`src/rtl/mesh_sel_pkg.sv`:
```
package mesh_sel_pkg;

    typedef enum logic [1:0] {
        DIR_XP = 2'd0,
        DIR_XN = 2'd1,
        DIR_YP = 2'd2,
        DIR_YN = 2'd3
    } dir_e;

    typedef enum logic [2:0] {
        SEL_DOR  = 3'd0,
        SEL_DIAG = 3'd1,
        SEL_CONG = 3'd2,
        SEL_RAND = 3'd3,
        SEL_DEFL = 3'd4
    } sel_mode_e;

    localparam int NUM_DIRS  = 4;
    localparam int NUM_SLOTS = 4;
    localparam int DIR_W     = 2;

    // productive-direction summary for one request
    typedef struct packed {
        logic at_dest;
        logic x_ok;
        dir_e x_dir;
        logic y_ok;
        dir_e y_dir;
    } prod_t;

    function automatic logic dir_is_productive(input prod_t p, input dir_e d);
        return (p.x_ok && p.x_dir == d) || (p.y_ok && p.y_dir == d);
    endfunction

endpackage

```
`src/rtl/mesh_min_dirs.sv`:
```
module mesh_min_dirs
    import mesh_sel_pkg::*;
#(
    parameter int COORD_W = 4
) (
    input  logic [COORD_W-1:0] cur_x,
    input  logic [COORD_W-1:0] cur_y,
    input  logic [COORD_W-1:0] dst_x,
    input  logic [COORD_W-1:0] dst_y,
    output prod_t              prod,
    output logic [COORD_W-1:0] x_dist,
    output logic [COORD_W-1:0] y_dist
);
    always_comb begin
        prod         = '0;
        prod.x_ok    = (cur_x != dst_x);
        prod.y_ok    = (cur_y != dst_y);
        prod.at_dest = !prod.x_ok && !prod.y_ok;
        prod.x_dir   = (dst_x > cur_x) ? DIR_XP : DIR_XN;
        prod.y_dir   = (dst_y > cur_y) ? DIR_YP : DIR_YN;
        x_dist       = (dst_x > cur_x) ? (dst_x - cur_x) : (cur_x - dst_x);
        y_dist       = (dst_y > cur_y) ? (dst_y - cur_y) : (cur_y - dst_y);
    end
endmodule

```
`src/rtl/mesh_rank.sv`:
```
module mesh_rank
    import mesh_sel_pkg::*;
#(
    parameter int COORD_W = 4,
    parameter int BUSY_W  = 3
) (
    input  prod_t                       prod,
    input  logic [COORD_W-1:0]          x_dist,
    input  logic [COORD_W-1:0]          y_dist,
    input  logic [2:0]                  mode,
    input  logic [NUM_DIRS*BUSY_W-1:0]  busy,
    input  logic                        rnd,
    output dir_e                        first_dir,
    output dir_e                        second_dir,
    output logic [1:0]                  vld
);
    logic [BUSY_W-1:0] busy_x, busy_y;
    logic              y_pref;

    always_comb begin
        busy_x = busy[prod.x_dir*BUSY_W +: BUSY_W];
        busy_y = busy[prod.y_dir*BUSY_W +: BUSY_W];
        unique case (mode)
            SEL_DIAG: y_pref = (y_dist > x_dist);
            SEL_CONG: y_pref = (busy_y < busy_x);
            SEL_RAND: y_pref = rnd;
            default:  y_pref = 1'b0;
        endcase
    end

    always_comb begin
        first_dir  = DIR_XP;
        second_dir = DIR_XP;
        vld        = 2'b00;
        if (prod.x_ok && prod.y_ok) begin
            first_dir  = y_pref ? prod.y_dir : prod.x_dir;
            second_dir = y_pref ? prod.x_dir : prod.y_dir;
            vld        = 2'b11;
        end else if (prod.x_ok) begin
            first_dir = prod.x_dir;
            vld       = 2'b01;
        end else if (prod.y_ok) begin
            first_dir = prod.y_dir;
            vld       = 2'b01;
        end
    end
endmodule

```
`src/rtl/mesh_deflect.sv`:
```
module mesh_deflect
    import mesh_sel_pkg::*;
#(
    parameter int COORD_W  = 4,
    parameter int MESH_X   = 16,
    parameter int MESH_Y   = 16,
    parameter int HOP_W    = 3,
    parameter int DEFL_MAX = 2
) (
    input  logic [COORD_W-1:0] cur_x,
    input  logic [COORD_W-1:0] cur_y,
    input  prod_t              prod,
    input  logic [2:0]         mode,
    input  logic [HOP_W-1:0]   hops,
    output dir_e               defl_dir [2],
    output logic [1:0]         vld
);
    localparam logic [COORD_W-1:0] X_LAST  = COORD_W'(MESH_X - 1);
    localparam logic [COORD_W-1:0] Y_LAST  = COORD_W'(MESH_Y - 1);
    localparam logic [HOP_W-1:0]   HOP_LIM = HOP_W'(DEFL_MAX);

    logic [NUM_DIRS-1:0] on_mesh;
    logic [NUM_DIRS-1:0] eligible;
    logic                enable;

    assign on_mesh[DIR_XP] = (cur_x < X_LAST);
    assign on_mesh[DIR_XN] = (cur_x != '0);
    assign on_mesh[DIR_YP] = (cur_y < Y_LAST);
    assign on_mesh[DIR_YN] = (cur_y != '0);
    assign enable = (mode == SEL_DEFL) && (hops < HOP_LIM) && !prod.at_dest;

    for (genvar d = 0; d < NUM_DIRS; d++) begin : g_elig
        assign eligible[d] = enable && on_mesh[d] && !dir_is_productive(prod, dir_e'(d));
    end

    always_comb begin
        defl_dir[0] = DIR_XP;
        defl_dir[1] = DIR_XP;
        vld         = 2'b00;
        for (int d = 0; d < NUM_DIRS; d++) begin
            if (eligible[d]) begin
                if (!vld[0]) begin
                    defl_dir[0] = dir_e'(d);
                    vld[0]      = 1'b1;
                end else if (!vld[1]) begin
                    defl_dir[1] = dir_e'(d);
                    vld[1]      = 1'b1;
                end
            end
        end
    end
endmodule

```
`src/rtl/mesh_route_select.sv`:
```
module mesh_route_select
    import mesh_sel_pkg::*;
#(
    parameter int MESH_X   = 16,
    parameter int MESH_Y   = 16,
    parameter int COORD_W  = 4,
    parameter int BUSY_W   = 3,
    parameter int HOP_W    = 3,
    parameter int DEFL_MAX = 2
) (
    input  logic                       clk,
    input  logic                       rst,
    input  logic                       req_i,
    input  logic [COORD_W-1:0]         cur_x_i,
    input  logic [COORD_W-1:0]         cur_y_i,
    input  logic [COORD_W-1:0]         dst_x_i,
    input  logic [COORD_W-1:0]         dst_y_i,
    input  logic [2:0]                 mode_i,
    input  logic [4*BUSY_W-1:0]        busy_i,
    input  logic                       rand_i,
    input  logic [HOP_W-1:0]           defl_hops_i,
    output logic                       out_valid_o,
    output logic                       local_o,
    output logic [7:0]                 cand_dir_o,
    output logic [3:0]                 cand_vld_o
);
    prod_t              prod;
    logic [COORD_W-1:0] x_dist, y_dist;
    dir_e               rank_first, rank_second;
    logic [1:0]         rank_vld;
    dir_e               defl_dir [2];
    logic [1:0]         defl_vld;
    logic [7:0]         dir_next;

    mesh_min_dirs #(.COORD_W(COORD_W)) u_min (
        .cur_x(cur_x_i), .cur_y(cur_y_i), .dst_x(dst_x_i), .dst_y(dst_y_i),
        .prod(prod), .x_dist(x_dist), .y_dist(y_dist)
    );

    mesh_rank #(.COORD_W(COORD_W), .BUSY_W(BUSY_W)) u_rank (
        .prod(prod), .x_dist(x_dist), .y_dist(y_dist), .mode(mode_i),
        .busy(busy_i), .rnd(rand_i),
        .first_dir(rank_first), .second_dir(rank_second), .vld(rank_vld)
    );

    mesh_deflect #(
        .COORD_W(COORD_W), .MESH_X(MESH_X), .MESH_Y(MESH_Y),
        .HOP_W(HOP_W), .DEFL_MAX(DEFL_MAX)
    ) u_defl (
        .cur_x(cur_x_i), .cur_y(cur_y_i), .prod(prod), .mode(mode_i),
        .hops(defl_hops_i), .defl_dir(defl_dir), .vld(defl_vld)
    );

    assign dir_next = {defl_dir[1], defl_dir[0], rank_second, rank_first};

    always_ff @(posedge clk) begin
        if (rst) begin
            out_valid_o <= 1'b0;
            local_o     <= 1'b0;
            cand_dir_o  <= '0;
            cand_vld_o  <= '0;
        end else begin
            out_valid_o <= req_i;
            if (req_i) begin
                local_o    <= prod.at_dest;
                cand_dir_o <= dir_next;
                cand_vld_o <= {defl_vld, rank_vld};
            end
        end
    end
endmodule

```
`config.mk`:
```
export PLATFORM = sky130hd
export DESIGN_NAME = mesh_route_select
export DESIGN_NICKNAME = d
export VERILOG_FILES = /design/src/rtl/mesh_sel_pkg.sv /design/src/rtl/mesh_min_dirs.sv /design/src/rtl/mesh_rank.sv /design/src/rtl/mesh_deflect.sv /design/src/rtl/mesh_route_select.sv
export SDC_FILE = /design/constraint.sdc
export NUM_CORES = 1
export LEC_CHECK = 0
export ABC_CLOCK_PERIOD_IN_PS = 9100
export BUFFER_PORTS_ARGS = -buffer_cell sky130_fd_sc_hd__clkbuf_2
export CAP_MARGIN = 20
export CELL_PAD_IN_SITES_DETAIL_PLACEMENT = 1
export CELL_PAD_IN_SITES_GLOBAL_PLACEMENT = 1
export CORE_MARGIN = 2
export CORE_UTILIZATION = 40
export DETAILED_ROUTE_END_ITERATION = 8
export PLACE_DENSITY_LB_ADDON = 0.12
export SLEW_MARGIN = 10
export SYNTH_ARGS = -nofsm -noshare
export SYNTH_HDL_FRONTEND = slang
export SYNTH_SLANG_ARGS = --single-unit
```
`constraint.sdc`:
```
create_clock -name clk -period 9.1 [get_ports clk]
set_input_delay 0.455 -clock clk [delete_from_list [all_inputs] [get_ports clk]]
set_output_delay 0.455 -clock clk [all_outputs]
set_load 0.005 [all_outputs]
```
==> summary by stage <==
Timing
Subtracting the final worst setup slack from the clock period gives 3804 ps. The hold violation total from the final report is 0. Setup violations remaining at the end of the flow were counted as 0. Derived from the worst setup path, the maximum achievable clock frequency is 0.2629 GHz. The final critical path takes up 41.81% of the cycle. Setup repair after global routing left no endpoint under its margin. The worst hold margin is 478.4 ps.

The worst-case headroom to the max-slew limit is 50.02%. The final setup TNS is 0 ps. The number of max-slew violations in the final report is 0. The worst clock skew on the final layout is 0 ps. The transition time at the pin with the least slew margin is 744.0 ps.

Synth
The number of nets handed over by synthesis was 254. The mapped cell area is 1629 sq um. Of all flip-flops after synthesis, the portion carrying an async set or reset was 0%. For this run, the number of Yosys warnings is 0.

The main flop type after synthesis is sky130_fd_sc_hd__dfxtp_1. In this run, distinct cell masters in the synthesized netlist total 51. The part of the Yosys area used for sequential elements is 17.20%. The average instance in the mapped netlist occupies 8.619 sq um. The cell count after synthesis came out at 189. The number of flip-flops and latches in the synthesized netlist is 14. The number of synthesized flops with an enable pin is 0.

Power
Dividing total power by cell area gives a power density of 116.8 nW/um^2. The internal power is 150.0 uW. The analysis attributes to cell leakage a power of 1.006 nW. Sequential cells burn 29.3% of the power. IR analysis of the VDD net gives a maximum drop of 0.03426 mV. Net switching is 34.37% of the power. The net switching power figure is 78.54 uW. The share of total power dissipated in the clock network is 27.1%. In this run, the combinational gates consume 43.5% of the power.

Status
The flow ran to the end, and the final reports show no timing, DRC or antenna violations.

GRT
Global routing finished with a remaining overflow of 0. The initial antenna violation count is 0. The maximum number of pins on one net before global-route repair is 24.

The total global-route track usage is 18.20%. The via count of the first global-routing pass is 1477. The first global-routing pass estimated 6.465 mm of wire.

Clocking
Clock tree synthesis selected as its root buffer the cell sky130_fd_sc_hd__clkbuf_8. Clock-pin slew was measured on the worst setup and hold paths at 60 ps. The total number of H-tree levels is 1. The count of buffers added by post-CTS timing repair for setup is 0. The TritonCTS buffer count is 3. The post-cts sizing count is 0.

No sink is reached through more buffers than the 2 on the longest clock path. The CTS sink count is 14. TritonCTS built the clock tree.

In this run, post-CTS hold repair placed 0 buffers. The worst-skew pair later-pin latency is 250 ps.

Route
The first routing iteration left 26 violations. The number of routed nets with antenna violations is 0. For this block, the routed nets add up to 3.957 mm of wire. After detailed routing, the number of remaining DRC violations is 0. Dividing the detail-routed wire length by the instance count gives 13.79 um. The iteration count of the initial detailed-routing pass is 4.

The total via count after detailed routing is 1526. The routed via count divided by cell count is 5.317.

Critical path
Counting both buffers and inverters, the worst setup path holds a total of 1. The longest individual stage delay on the worst path is 490 ps. The largest fanout on the critical path is 8.

Broken down by cell family, the worst path's largest delay share belongs to compound AO/OA/AOI/OAI gates. The critical path goes through clkbuf_2, ha_1, fa_1, nand3b_1, a21oi_4, mux2_2, ha_1, or4b_1, a21oi_2, a32o_1, a311oi_4, mux2_4, a32o_2. The arrival time at the worst endpoint is 3950 ps. The most used cell along the critical path is sky130_fd_sc_hd__ha_1. The category of the worst setup path capture point is a register. The critical path is of the input port to register type. The standard cell with the maximum stage delay on the critical path is sky130_fd_sc_hd__or4b_1.

Data on the critical path is required at its endpoint by 9240 ps. The worst setup path is launched from an input port.

Die
The placeable core area is 3971 sq um. The die covers 4599 sq um. Measured along the y axis, the die boundary spans 67.82 um. The floorplan row count is 23. The initial utilization of the core area, before any placement, comes to 41.02%. In this run the horizontal extent of the chip is 67.82 um. The total I/O pin count is 52.

Final layout
The number of nets in the finished design is 303. The post-layout utilization of the core is 49.24%. From synthesis to final layout, the design area changed by 20.05%. Cells with a size suffix above 1 make up 29.11% of the layout. 0 antenna diodes ended up in the layout.

Worst hold path
The classification of the worst-slack hold path is register to register.

Placed design
Routability-driven placement finished with a final weighted congestion of 0.7145. The count of buffers added on input and output ports is 50. Summed over all nets, the half-perimeter wirelength after detailed placement is 3.320 mm.

Run
The tool flagged a number of max-cap violations equal to 0.
## state kept, by name (all words and copies together) (netlist names)
| register | cells |
|---|---|
| cand_dir_o | 8 |
| cand_vld_o | 4 |
| local_o | 1 |
| out_valid_o | 1 |
## cell families (layout without fill, tap and decap cells)
| family | after synthesis | count (layout) | share of synthesized area [%] |
|---|---|---|---|
| compound gates | 47 | 47 | 22.81 |
| simple gates | 54 | 54 | 18.51 |
| xor+xnor | 5 | 5 | 2.689 |
| flops | 14 | 14 | 17.20 |
| mux | 12 | 12 | 8.141 |
| buf+inv | 30 | 78 | 8.065 |
| fa+ha+maj | 27 | 27 | 22.58 |
## worst reg2reg max path: stages, from the launching register on
cell	delay, ps
sky130_fd_sc_hd__dfxtp_1	330
sky130_fd_sc_hd__nor2_1	50
sky130_fd_sc_hd__nor2_1	110
sky130_fd_sc_hd__o31ai_1	70
sky130_fd_sc_hd__o21ba_2	240
## cell usage after synthesis (all sizes together), types with 3 or more instances
cell type  number  share of area (%)
a21oi          15                5.5
ha             23                 18
buf             3                1.8
mux2            4                3.2
nand2           7                1.6
nand3           7                2.2
dfxtp          14                 17
a311oi          4                3.2
xor2            3                1.6
nand4           5                1.9
inv            24                5.5
nor2b           3                1.2
nand2b          3                1.2
o211ai          4                2.7
nor2           12                2.8
a21o            5                2.3
mux2i           8                4.9
nor3            3               0.92
fa              4                4.9
o21ai           4                1.2
clkbuf          3               0.69
## final timing paths
| kind | start | end | slack [ps] | depth (start not counted) |
|---|---|---|---|---|
| max reg2reg | cand_dir_o[0] | cand_dir_o[0] | 8250 | 4 |
| min | cand_vld_o[3] | cand_vld_o[3] | 480 | 2 |
| max | cur_y_i[0] | cand_dir_o[2] | 5300 | 13 |
| min reg2reg | cand_vld_o[3] | cand_vld_o[3] | 480 | 2 |
## power by group through the flow
stage / clock network, mW / logic, mW / registers, mW
after CTS: 0.0631 / 0.101 / 0.0670
after detailed placement: 0 / 0.100 / 0.0683
after global placement: 0 / 0.0978 / 0.0683
after global routing: 0.0651 / 0.113 / 0.0674
after floorplan: 0 / 0.0703 / 0.0686
final: 0.0620 / 0.0995 / 0.0670
## cell usage in the layout (no fill, tap or decap), drive strengths merged, types with 5 or more instances in the layout
master / instances
nand2: 7
a21o: 5
clkbuf: 54
a21oi: 15
mux2i: 8
ha: 23
dfxtp: 14
nor2: 12
nand4: 5
nand3: 7
inv: 24
## layer usage
metal / routed length, um / GRT usage (%) / vias to the layer above
met1: 1877 / 23.47 / 708
met4: 59 / 6.750 / 0
met5: 0 / 0 / -
met3: 162 / 0.8224 / 5
li1: - / - / 773
met2: 1856 / 32.11 / 40
## layout make-up
class / instances / area (sq um)
clock buffers: 4 / 55.05
fillers: 519 / 2016
inverters: 24 / 90.09
multi-input cells: 145 / 1217
well taps: 50 / 62.56
flip-flops and latches: 14 / 280.3
repair buffers: 50 / 250.2
## metrics by stage
stage / power (mW) / cells / setup WS (ps) / cell area, sq um
floorplan: 0.1390 / 189 / 5436 / 1629
global placement: 0.1662 / 283 / 5075 / 1901
detailed placement: 0.1683 / 283 / 5010 / 1901
CTS: 0.2309 / 287 / 5267 / 1956
global route: 0.2451 / 287 / 5109 / 1956
finish: 0.2285 / 287 / 5296 / 1956
Note: power is estimated with default switching activity, not from simulation.
